[src/rtl/sfs_pkg.sv]
package sfs_pkg;
  typedef struct packed {
    logic bitS;
    logic byteS;
    logic frameS;
    logic preByteS;
    logic preFrameS;
  } strobe_t;
endpackage

[src/rtl/sfs_decode.sv]
// Control: decodes the count that will be loaded next into a strobe set.
module sfs_decode
  import sfs_pkg::*;
#(
  parameter int CHIPS_PER_BIT  = 8,
  parameter int BITS_PER_BYTE  = 8,
  parameter int SUBFRAME_CHIPS = 2880,
  parameter int LEAD_CHIPS     = 8,
  parameter int CNT_W          = 12
) (
  input  logic [CNT_W-1:0] nextCount,
  output strobe_t          stbNext
);
  localparam int CHIPS_PER_BYTE = CHIPS_PER_BIT * BITS_PER_BYTE;

  int unsigned curIdx;
  int unsigned aheadIdx;

  always_comb begin
    curIdx   = 32'(nextCount);
    aheadIdx = curIdx + LEAD_CHIPS;
    if (aheadIdx >= SUBFRAME_CHIPS) aheadIdx = aheadIdx - SUBFRAME_CHIPS;
    stbNext.bitS      = (curIdx % CHIPS_PER_BIT) == 0;
    stbNext.byteS     = (curIdx % CHIPS_PER_BYTE) == 0;
    stbNext.frameS    = curIdx == 0;
    stbNext.preByteS  = (aheadIdx % CHIPS_PER_BYTE) == 0;
    stbNext.preFrameS = aheadIdx == 0;
  end
endmodule

[src/rtl/sfs_datapath.sv]
// Datapath: chip counter, strobe registers and slot level.
module sfs_datapath
  import sfs_pkg::*;
#(
  parameter int SUBFRAME_CHIPS = 2880,
  parameter int CNT_W          = 12
) (
  input  logic             clk,
  input  logic             rst,
  input  logic             chipEn,
  input  strobe_t          stbNext,
  output logic [CNT_W-1:0] nextCount,
  output logic [CNT_W-1:0] count,
  output strobe_t          stb,
  output logic             slot
);
  localparam logic [CNT_W-1:0] LAST = CNT_W'(SUBFRAME_CHIPS - 1);

  assign nextCount = (count == LAST) ? '0 : count + CNT_W'(1);

  always_ff @(posedge clk) begin
    if (rst) begin
      count <= '0;
      stb   <= '0;
      slot  <= 1'b0;
    end else if (chipEn) begin
      count <= nextCount;
      stb   <= stbNext;
      if (stbNext.preFrameS)   slot <= 1'b1;
      else if (stbNext.frameS) slot <= 1'b0;
    end
  end
endmodule

[src/rtl/sfs_pin_sel.sv]
// Shared pin routing.
module sfs_pin_sel (
  input  logic slot,
  input  logic slotPinDisable,
  input  logic txMode,
  input  logic txData,
  output logic pin
);
  always_comb begin
    if (!slotPinDisable) pin = slot;
    else                 pin = txMode & txData;
  end
endmodule

[src/rtl/subframe_strobe_gen.sv]
module subframe_strobe_gen
  import sfs_pkg::*;
#(
  parameter  int CHIPS_PER_BIT  = 8,
  parameter  int BITS_PER_BYTE  = 8,
  parameter  int SUBFRAME_CHIPS = 2880,
  parameter  int LEAD_CHIPS     = 8,
  localparam int CNT_W          = $clog2(SUBFRAME_CHIPS)
) (
  input  logic             clk,
  input  logic             rst,
  input  logic             chipEn,
  input  logic             txMode,
  input  logic             slotPinDisable,
  input  logic             txData,
  output logic [CNT_W-1:0] chipCount,
  output logic             bitStb,
  output logic             byteStb,
  output logic             frameStb,
  output logic             preByteStb,
  output logic             preFrameStb,
  output logic             preSlot,
  output logic             sharedPin
);
  strobe_t          stbNext;
  strobe_t          stbNow;
  logic [CNT_W-1:0] nextCount;

  sfs_decode #(
    .CHIPS_PER_BIT (CHIPS_PER_BIT),
    .BITS_PER_BYTE (BITS_PER_BYTE),
    .SUBFRAME_CHIPS(SUBFRAME_CHIPS),
    .LEAD_CHIPS    (LEAD_CHIPS),
    .CNT_W         (CNT_W)
  ) uDecode (
    .nextCount(nextCount),
    .stbNext  (stbNext)
  );

  sfs_datapath #(
    .SUBFRAME_CHIPS(SUBFRAME_CHIPS),
    .CNT_W         (CNT_W)
  ) uPath (
    .clk      (clk),
    .rst      (rst),
    .chipEn   (chipEn),
    .stbNext  (stbNext),
    .nextCount(nextCount),
    .count    (chipCount),
    .stb      (stbNow),
    .slot     (preSlot)
  );

  sfs_pin_sel uPin (
    .slot          (preSlot),
    .slotPinDisable(slotPinDisable),
    .txMode        (txMode),
    .txData        (txData),
    .pin           (sharedPin)
  );

  assign bitStb      = stbNow.bitS;
  assign byteStb     = stbNow.byteS;
  assign frameStb    = stbNow.frameS;
  assign preByteStb  = stbNow.preByteS;
  assign preFrameStb = stbNow.preFrameS;
endmodule

[config.mk]
export PLATFORM = sky130hd
export DESIGN_NAME = subframe_strobe_gen
export DESIGN_NICKNAME = d
export VERILOG_FILES = /design/src/rtl/sfs_pkg.sv /design/src/rtl/sfs_decode.sv /design/src/rtl/sfs_datapath.sv /design/src/rtl/sfs_pin_sel.sv /design/src/rtl/subframe_strobe_gen.sv
export SDC_FILE = /design/constraint.sdc
export NUM_CORES = 1
export LEC_CHECK = 0
export BUFFER_PORTS_ARGS = -buffer_cell sky130_fd_sc_hd__buf_2
export CAP_MARGIN = 15
export CORE_ASPECT_RATIO = 1.75
export CORE_MARGIN = 3
export CORE_UTILIZATION = 45
export DETAILED_ROUTE_END_ITERATION = 10
export PLACE_DENSITY = 0.71
export SYNTH_ARGS = -nofsm -noshare
export SYNTH_HDL_FRONTEND = slang
export SYNTH_HIERARCHICAL = 1
export SYNTH_SLANG_ARGS = --single-unit
[constraint.sdc]
create_clock -name clk -period 6.11 [get_ports clk]
set_input_delay 0.611 -clock clk [delete_from_list [all_inputs] [get_ports clk]]
set_output_delay 0.611 -clock clk [all_outputs]
set_load 0.02 [all_outputs]
==> run_results.csv, run 1 <==
group,metric,value,unit
outcome,status,"finished, final reports clean",
logic_synthesis,synth_cells,177,
worst_setup_path,worst_path_max_delay_cell,"and4_1",
route,drtPass1Iterations,4,
clocking,post_cts_buffers,0,
logic_synthesis,synth_area_leaders,"dfxtp_1 25%, xor2_1 7.3%, xnor2_1 6.1%",
global_route,antenna_found_initial,0,
power,total_leakage_power,0.6812,nW
worst_hold_path,hold_path_end,"uPath/stb[2]",
logic_synthesis,synth.distinct_cells,47,
worst_setup_path,cp_data_arrival_time,4.21,ns
clocking,clk_latency,0.25,ns
flow_run,cap_violations,0,
logic_synthesis,synth_common_cells,"18 x dfxtp_1, 17 x nor2_1, 13 x nand3_1",
cells_and_area,finalNonFillerCells,235,
floorplanning,core,0.002993,mm^2
sta,max_slew.worst_pin.slew,0.7062,ns
logic_synthesis,synth_area,0.001445,mm^2
cells_and_area,num-nets-final,204,
worst_setup_path,crit_type,"register to register",
power,power_density,148.8,mW/mm^2
worst_setup_path,path_max_fanout,10,
logic_synthesis,seq_area_frac_synth,24.94,%
logic_synthesis,synth_flop_cell,"dfxtp_1",
global_route,grt_pass1_wl,5720,um
sta,finalCritPeriodShare,65.99,%
worst_setup_path,ff2ff_path_depth,13,
clocking,htree_levels,1,
global_route,overflow,0,
logic_synthesis,postSynthAreaPerCell,8.165,um^2
sta,setup_viol,0,
global_route,grt_pass1_vias,1301,
clocking,ctsResizeCount,0,
placed_design,post-place-ws,2.136,ns
worst_setup_path,worst-r2r-setup-slack,2.08,ns
worst_hold_path,hold_start,"uPath/stb[2]",
floorplanning,ios,25,
logic_synthesis,ys_warn_count,6,
sta,final.min_clock_period,4.032,ns
cells_and_area,antenna_cells,0,
worst_setup_path,path_cells,"and4_1, nand2_1, nor2b_1, nor2_1, ha_1, nand3_1, xor2_1, ha_1, or2_4, or4b_1, a2111oi_2, nand2_1, a21oi_1",
clocking,cts_root_buf,"clkbuf_8",
sta,rsz0062_at_grt,"no",
clocking,cts.reportedPaths.clkPinSlew,0.06,ns
logic_synthesis,async_flop_share,0,%
logic_synthesis,synth.net_count,187,
sta,fin_ws,2.078,ns
placed_design,gp_congestion,0.8720,
route,vias_per_cell,5.511,
sta,setup_tns,0,ns
logic_synthesis,ys_ff_latch,18,
sta,slew_violations,0,
global_route,grtUsageTotal,17.91,%
sta,clock-skew-final,0.005743,ns
clocking,cts_buffers,3,
route,wl_per_cell,14.00,um
floorplanning,die_y,80.97,um
placed_design,dp.cells,231,
worst_hold_path,hold_path_depth,2,
floorplanning,die_area,0.003954,mm^2
power,ir_drop,0.1006,mV
worst_setup_path,crit_required,6.29,ns
logic_synthesis,synth_edf_count,0,
clocking,cts_num_sinks,18,
route,ant_nets,0,
sta,max_slew_margin,52.58,%
clocking,cts_hold_buf,0,
logic_synthesis,yosysMostFrequentCell,"dfxtp_1",
placed_design,placed_area,0.001533,mm^2
worst_setup_path,start_kind,"register",
clocking,clock_path_buffers,2,
worst_setup_path,worstSetupEndpointType,"register",
global_route,grt_max_degree,27,
route,num_vias,1295,
placed_design,dp_hpwl,2488,um
floorplanning,rows,26,
placed_design,io_buffer_count,24,
cells_and_area,design_area,0.001588,mm^2
worst_setup_path,r2r-end,"uPath/slot",
sta,hold_viol_final,0,
logic_synthesis,yosysTopAreaCell,"dfxtp_1",
clocking,cts_tree,"yes",
cells_and_area,syn_to_final_growth,9.870,%
worst_setup_path,reg2reg_from,"uPath/count[2]",
floorplanning,start_util,48.29,%
cells_and_area,drive_gt1_share,21.76,%
route,drt_iter0_drc,22,
route,wirelength,3289,um
logic_synthesis,netlist.area_leader.share,24.94,%
worst_setup_path,max_stage_delay,0.52,ns
power,power,236.2,uW
floorplanning,die_w,48.84,um
route,post-route-drc-count,0,
sta,max_freq,0.2480,GHz
worst_hold_path,min_path_type,"register to register",
==> layout by cell type (no fill, tap or decap), types with 2 or more instances in the layout <==
master / netlist / layout
or3_1: 2 / 2
a21oi_1: 8 / 8
and4_2: 2 / 2
mux2i_1: 3 / 3
ha_1: 4 / 4
dfxtp_1: 18 / 18
buf_2: 1 / 24
and2_1: 3 / 3
or2b_2: 2 / 2
a31oi_1: 6 / 6
clkbuf_8: 0 / 4
inv_1: 6 / 6
nor2_1: 17 / 17
nand3b_1: 5 / 5
nand2b_1: 7 / 7
xnor2_1: 10 / 10
nor2_2: 2 / 2
nor2b_1: 2 / 2
and3_1: 2 / 2
nand4_4: 2 / 2
nand2_1: 10 / 10
nand3_1: 13 / 13
nor4_1: 2 / 2
xor2_1: 12 / 12
or3b_1: 3 / 3
nand4_1: 4 / 4
nor3_1: 3 / 3
==> metal layers <==
metal  part of all wire (%)  GRT usage, %
met3                    1.7         1.651
met5                      0             0
met1                     41         18.34
met4                   0.94         8.262
met2                     57         35.83
==> through the flow <==
stage,hold slack (ns),utilization [%]
after floorplan,0.5425,-
after global placement,0.4587,51.21
after detailed placement,0.4591,51.21
after CTS,0.4708,53.05
after global routing,0.5200,53.05
final,0.4679,53.05
==> state kept, by name, indices dropped and copies added (netlist names) <==
name	cells
uPath/count	12
uPath/stb	5
uPath/slot	1
==> area by class of cell <==
| type | count | area (um^2) |
|---|---|---|
| clock buffer | 4 | 55.05 |
| fill | 315 | 1405 |
| inverter | 6 | 22.52 |
| multi-input combinational | 141 | 977.2 |
| sequential | 18 | 360.3 |
| tap | 42 | 52.55 |
| timing repair buffer | 24 | 120.1 |
==> critical path, delay by kind of cell (launching register included) <==
| kind | cells | cell delay [ns] |
|---|---|---|
| AO/OA/AOI/OAI | 2 | 0.50 |
| XOR/XNOR | 1 | 0.22 |
| adder cells (fa/ha/maj) | 2 | 0.59 |
| flip-flops | 1 | 0.48 |
| AND/OR/NAND/NOR | 8 | 2.16 |
==> power breakdown <==
part,total (mW),switching (mW),internal (mW),leakage [nW]
Sequential,0.121,0.00166,0.119,0.146
Clock,0.0961,0.0390,0.0572,0.0288
Combinational,0.0193,0.0119,0.00739,0.507
Total,0.236,0.0525,0.184,0.681
==> logic make-up (layout without fill, tap and decap cells) <==
group / after synthesis / in the layout / share of synthesized area, %
flops: 18 / 18 / 24.94
buf+inv: 18 / 34 / 7.445
xor+xnor: 22 / 22 / 13.33
fa+ha+maj: 4 / 4 / 3.463
mux: 3 / 3 / 2.078
compound gates: 21 / 21 / 9.264
simple gates: 91 / 91 / 39.48
==> how the worst max path moves through the flow <==
stage | from | endpoint | slack (ns)
floorplan | uPath/count[0] | uPath/stb[0] | 2.43
global route | uPath/count[2] | uPath/stb[0] | 1.77
detailed placement | uPath/count[2] | uPath/slot | 2.14
global placement | uPath/count[2] | uPath/slot | 2.29
finish | uPath/count[2] | uPath/slot | 2.08
CTS | uPath/count[2] | uPath/slot | 2.10
(Power assumes the default switching activity.)
==> run 2: changes to the inputs <==
--- a/config.mk
+++ b/config.mk
@@ -11,7 +11,7 @@
 export CORE_MARGIN = 3
 export CORE_UTILIZATION = 45
 export DETAILED_ROUTE_END_ITERATION = 10
-export PLACE_DENSITY = 0.71
+export PLACE_DENSITY = 0.74
 export SYNTH_ARGS = -nofsm -noshare
 export SYNTH_HDL_FRONTEND = slang
 export SYNTH_HIERARCHICAL = 1
==> constraint.sdc (replaced) <==
create_clock -name clk -period 3.61 [get_ports clk]
set_input_delay 0.361 -clock clk [delete_from_list [all_inputs] [get_ports clk]]
set_output_delay 0.361 -clock clk [all_outputs]
set_load 0.02 [all_outputs]
==> run_results.csv, run 2 (synthesis gave the netlist of run 1 again) <==
group,metric,value,unit
power,ir_drop,0.1922,mV
clocking,cts_tree,"yes",
clocking,clock_path_buffers,2,
sta,max_slew_margin,61.56,%
sta,hold_viol_final,0,
sta,finalCritPeriodShare,93.78,%
worst_setup_path,crit_required,3.79,ns
global_route,grt_max_degree,27,
placed_design,dp.cells,246,
floorplanning,start_util,48.29,%
cells_and_area,top_register,"uPath/count",
sta,clock-skew-final,0.006655,ns
cells_and_area,final_cell_mix,"24 x buf_2, 18 x buf_4, 16 x dfxtp_1, 15 x nor2_1, 13 x nand3_1",
cells_and_area,antenna_cells,0,
route,post-route-drc-count,0,
cells_and_area,largest_reg_flops,12,
cells_and_area,syn_to_final_growth,22.42,%
sta,max_slew.worst_pin.slew,0.5686,ns
floorplanning,die_area,0.003954,mm^2
global_route,overflow,0,
flow_run,cap_violations,0,
worst_setup_path,worst_path_max_delay_cell,"or4b_1",
route,num_vias,1370,
worst_setup_path,path_cells,"nor4bb_2, and2_1, nor2b_4, nor2_2, ha_1, nand3_1, xor2_2, ha_1, or2_4, or4b_1, a2111oi_2, nand2_1, a21oi_1",
cells_and_area,finalNonFillerCells,253,
floorplanning,die_w,48.84,um
worst_setup_path,crit_type,"register to register",
sta,max_freq,0.2954,GHz
placed_design,gp_congestion,0.8584,
cells_and_area,num-nets-final,222,
worst_setup_path,max_stage_delay,0.52,ns
route,vias_per_cell,5.415,
worst_setup_path,crit_top_cell,"ha_1",
clocking,clk_latency,0.25,ns
power,p_switching,93.79,uW
power,total_leakage_power,0.7878,nW
power,swShare,23.11,%
cells_and_area,mostFrequentLayoutCell,"buf_2",
power,p_int,312.0,uW
route,wirelength,3346,um
clocking,htree_levels,1,
placed_design,io_buffer_count,24,
floorplanning,rows,26,
clocking,cts.reportedPaths.clkPinSlew,0.08,ns
sta,slew_violations,0,
sta,whs,0.4781,ns
route,wl_per_cell,13.23,um
global_route,grtUsageTotal,17.72,%
floorplanning,ios,25,
worst_setup_path,path_max_fanout,4,
route,drtPass1Iterations,4,
cells_and_area,biggestRegsByFlops,"uPath/count x12, uPath/stb x5, uPath/slot x1",
worst_setup_path,cp_data_arrival_time,3.57,ns
worst_hold_path,min_path_type,"register to register",
global_route,antenna_found_initial,0,
power,clkPwrFrac,41.3,%
power,power_density,229.3,mW/mm^2
placed_design,dp_hpwl,2499,um
route,ant_nets,0,
sta,final.min_clock_period,3.385,ns
clocking,cts_buffers,3,
sta,setup_viol,0,
route,drt_iter0_drc,25,
clocking,cts_num_sinks,18,
global_route,grt_pass1_wl,5595,um
floorplanning,die_y,80.97,um
worst_setup_path,start_kind,"register",
worst_setup_path,worstSetupEndpointType,"register",
clocking,cts_root_buf,"clkbuf_8",
outcome,status,"finished, final reports clean",
global_route,grt_pass1_vias,1274,
floorplanning,core,0.002993,mm^2
power,share_seq_of_total_power,50.3,%
cells_and_area,drive_gt1_share,33.18,%
power,pwr-share-comb,8.3,%
-- run 2: cell count changes in the layout (fill, tap and decap cells not counted), moves of 2 or more --
| cell | before | now |
|---|---|---|
| buf_4 | 0 | 18 |
| xnor2_1 | 10 | 8 |
| xnor2_2 | 0 | 2 |
| dfxtp_2 | 0 | 2 |
| nor2_1 | 17 | 15 |
| dfxtp_1 | 18 | 16 |
| nor2_2 | 2 | 4 |
-- run 2: area by class of cell --
| cell class | count | area, um^2 |
|---|---|---|
| Clock buffer | 4 | 55.05 |
| Fill cell | 286 | 1224 |
| Inverter | 6 | 22.52 |
| Multi-Input combinational cell | 141 | 1021 |
| Sequential cell | 18 | 362.8 |
| Tap cell | 42 | 52.55 |
| Timing Repair Buffer | 42 | 255.2 |
-- run 2: per-stage QoR --
stage                     cell area [um^2]   TNS, ns  util, %  power (mW)  worst slack (ns)
after floorplan                       1450         0        -      0.2331           0.03078
after global placement                1650         0    55.14      0.2421            0.2421
after detailed placement              1650         0    55.14      0.2426            0.1402
after CTS                             1705         0    56.98      0.4114           0.06865
after global routing                  1769  -0.03113    59.11      0.4270          -0.02196
final                                 1769         0    59.11      0.4058            0.2246
-- run 2: worst paths after layout --
| check | from | end | slack, ns | cells after the start |
|---|---|---|---|---|
| max | uPath/count[7] | uPath/stb[0] | 0.22 | 13 |
| min | uPath/stb[2] | uPath/stb[2] | 0.48 | 2 |
| max reg2reg | uPath/count[7] | uPath/stb[0] | 0.22 | 13 |
| min reg2reg | uPath/stb[2] | uPath/stb[2] | 0.48 | 2 |
-- run 2: power by group through the flow --
stage / sequential [mW] / clock, mW / combinational (mW)
finish: 0.204 / 0.168 / 0.0338
global route: 0.205 / 0.184 / 0.0380
CTS: 0.204 / 0.173 / 0.0338
detailed placement: 0.209 / 0 / 0.0338
global placement: 0.209 / 0 / 0.0333
floorplan: 0.212 / 0 / 0.0207
-- run 2: metal layers --
layer  GRT usage (%)  up-vias  wire (um)
met3          0.5505        8         84
met5               0        -          0
li1                -      687          -
met1           19.13      644       1264
met2           34.47       31       1915
met4           9.402        0         82
-- run 2: what timing repair did --
item / CTS / global route
resized for setup: 0 / 9
hold buffers: 0 / 0
buffers inserted: 0 / 3
setup endpoints to repair: 0 / 2
-- run 2: critical path, delay by kind of cell, from the launching register on --
kind / cells / cell delay [ns]
compound gates: 2 / 0.51
xor+xnor: 1 / 0.17
fa+ha+maj: 2 / 0.48
flops: 1 / 0.33
simple gates: 8 / 1.83
==> run 3: changes to the inputs <==
--- a/config.mk
+++ b/config.mk
@@ -5,11 +5,12 @@
 export SDC_FILE = /design/constraint.sdc
 export NUM_CORES = 1
 export LEC_CHECK = 0
-export BUFFER_PORTS_ARGS = -buffer_cell sky130_fd_sc_hd__buf_2
+export BUFFER_PORTS_ARGS = -buffer_cell sky130_fd_sc_hd__clkbuf_2
 export CAP_MARGIN = 15
 export CORE_ASPECT_RATIO = 1.75
 export CORE_MARGIN = 3
 export CORE_UTILIZATION = 45
+export CTS_BUF_LIST = sky130_fd_sc_hd__clkbuf_8
 export DETAILED_ROUTE_END_ITERATION = 10
 export PLACE_DENSITY = 0.74
 export SYNTH_ARGS = -nofsm -noshare
==> run_results.csv, run 3 (synthesis gave the netlist of run 1 again) <==
group,metric,value,unit
worst_setup_path,r2r-end,"uPath/slot",
floorplanning,die_area,0.003954,mm^2
sta,max_slew_margin,58.14,%
sta,finalCritPeriodShare,96.61,%
route,drt_iter0_drc,23,
cells_and_area,biggestRegsByFlops,"uPath/count x12, uPath/stb x5, uPath/slot x1",
placed_design,dp_hpwl,2556,um
clocking,cts_hold_buf,0,
worst_setup_path,cp_data_arrival_time,3.67,ns
cells_and_area,fillers,283,
floorplanning,rows,26,
cells_and_area,syn_to_final_growth,21.21,%
floorplanning,die_w,48.84,um
cells_and_area,final_cell_mix,"24 x clkbuf_2, 20 x buf_4, 18 x dfxtp_1, 16 x nor2_1, 13 x nand3_1",
placed_design,dp.cells,247,
floorplanning,die_y,80.97,um
clocking,clock_path_buffers,2,
power,clkPwrFrac,41.1,%
sta,slew_violations,0,
route,vias_per_cell,5.361,
sta,clock-skew-final,0.004171,ns
route,drtPass1Iterations,4,
route,wirelength,3450,um
power,p_switching,92.48,uW
sta,setup_tns,0,ns
cells_and_area,drive_gt1_share,30.99,%
power,pwr-share-comb,8.3,%
power,ir_drop,0.1838,mV
sta,max_freq,0.2867,GHz
cells_and_area,antenna_cells,0,
cells_and_area,finalNonFillerCells,255,
worst_setup_path,start_kind,"register",
clocking,htree_levels,1,
worst_setup_path,crit_required,3.79,ns
flow_run,cap_violations,0,
route,wl_per_cell,13.53,um
global_route,grt_pass1_wl,5692,um
power,swShare,22.87,%
placed_design,io_buffer_count,24,
sta,hold_viol_final,0,
worst_hold_path,min_path_type,"register to register",
global_route,grt_max_degree,27,
floorplanning,start_util,48.29,%
floorplanning,ios,25,
power,share_seq_of_total_power,50.6,%
route,ant_nets,0,
global_route,antenna_found_initial,0,
clocking,cts_buffers,3,
cells_and_area,largest_reg_flops,12,
floorplanning,core,0.002993,mm^2
global_route,grt_pass1_vias,1295,
worst_setup_path,ff2ff_path_depth,13,
power,power_density,230.8,mW/mm^2
clocking,clk_latency,0.25,ns
cells_and_area,mostFrequentLayoutCell,"clkbuf_2",
global_route,overflow,0,
global_route,grtUsageTotal,18.13,%
sta,setup_viol,0,
sta,final.min_clock_period,3.488,ns
placed_design,post-place-ws,0.1611,ns
worst_setup_path,worstSetupEndpointType,"register",
power,total_leakage_power,0.7676,nW
worst_hold_path,hold_path_depth,2,
sta,fin_ws,0.1222,ns
sta,whs,0.4776,ns
clocking,cts_num_sinks,18,
clocking,cts_root_buf,"clkbuf_8",
cells_and_area,num-nets-final,224,
sta,max_slew.worst_pin.slew,0.6192,ns
cells_and_area,top_register,"uPath/count",
worst_hold_path,hold_start,"uPath/stb[2]",
clocking,cts_tree,"yes",
worst_setup_path,crit_type,"register to register",
clocking,cts.reportedPaths.clkPinSlew,0.07,ns
worst_hold_path,hold_path_end,"uPath/stb[2]",
route,num_vias,1367,
cells_and_area,final_util,58.53,%
outcome,status,"finished, final reports clean",
worst_setup_path,worst-r2r-setup-slack,0.12,ns
worst_setup_path,path_max_fanout,9,
sta,rsz0062_at_grt,"no",
route,post-route-drc-count,0,
power,p_int,311.8,uW
worst_setup_path,reg2reg_from,"uPath/count[3]",
placed_design,gp_congestion,0.8851,
[run 3: cell types whose count changed in the layout (fill, tap and decap cells not counted)]
cell / delta
nor2b_2: +1
clkbuf_2: +24
dfxtp_2: -2
buf_4: +2
xor2_1: +1
nor2_2: -1
buf_2: -24
xnor2_2: -2
nor2_1: +1
xor2_2: -1
nor2b_4: -1
dfxtp_1: +2
xnor2_1: +2
[run 3: layer usage]
| layer | track usage [%] | vias to the layer above | part of all wire [%] |
|---|---|---|---|
| met5 | 0 | - | 0 |
| met4 | 9.402 | 0 | 3.6 |
| met3 | 1.101 | 10 | 2.4 |
| met2 | 37.06 | 24 | 57 |
| met1 | 17.85 | 639 | 37 |
| li1 | - | 694 | - |
[run 3: repair_timing]
action / 4_1_cts / 5_1_grt
resized for setup: 0 / 2
buffers inserted: 0 / 4
setup endpoints to repair: 0 / 2
[run 3: worst max path at each step]
| stage | startpoint | to | slack [ns] | depth (start not counted) |
|---|---|---|---|---|
| 3_5_place_dp | uPath/count[0] | uPath/slot | 0.16 | 13 |
| 5_1_grt | uPath/count[0] | uPath/slot | 0.01 | 13 |
| 6_report | uPath/count[3] | uPath/slot | 0.12 | 13 |
| 4_1_cts | uPath/count[0] | uPath/slot | 0.06 | 13 |
| 3_3_place_gp | uPath/count[0] | uPath/slot | 0.23 | 13 |
| 2_1_floorplan | uPath/count[9] | uPath/stb[0] | 0.03 | 13 |
[run 3: final cells by class]
class | instances | area (um^2) | share of cell area (%)
Clock buffer | 4 | 55.05 | 3.143
Inverter | 6 | 22.52 | 1.286
Multi-Input combinational cell | 141 | 991.0 | 56.57
Sequential cell | 18 | 360.3 | 20.57
Tap cell | 42 | 52.55 | 3.000
Timing Repair Buffer | 44 | 270.3 | 15.43
[run 3: metrics by stage]
step	instance area, um^2	total power [mW]
2_1_floorplan	1450	0.2331
3_3_place_gp	1658	0.2423
3_5_place_dp	1658	0.2426
4_1_cts	1713	0.4140
5_1_grt	1752	0.4237
6_report	1752	0.4043
[run 3: worst max-delay path: stages, from the launching register on]
cell and delay, ns:
dfxtp_1 0.47, and4_1 0.27, nand2_1 0.11, nor3_1 0.24, a21o_1 0.21, inv_1 0.09, xnor2_1 0.26, inv_1 0.08
ha_1 0.30, or2_4 0.25, or4b_1 0.52, a2111oi_2 0.38, nand2_1 0.11, a21oi_1 0.14
[run 3: power groups by stage]
stage	Clock, mW	Combinational [mW]	Sequential, mW
after floorplan	0	0.0207	0.212
after CTS	0.176	0.0337	0.204
final	0.166	0.0336	0.205
after detailed placement	0	0.0336	0.209
after global routing	0.182	0.0370	0.205
after global placement	0	0.0334	0.209
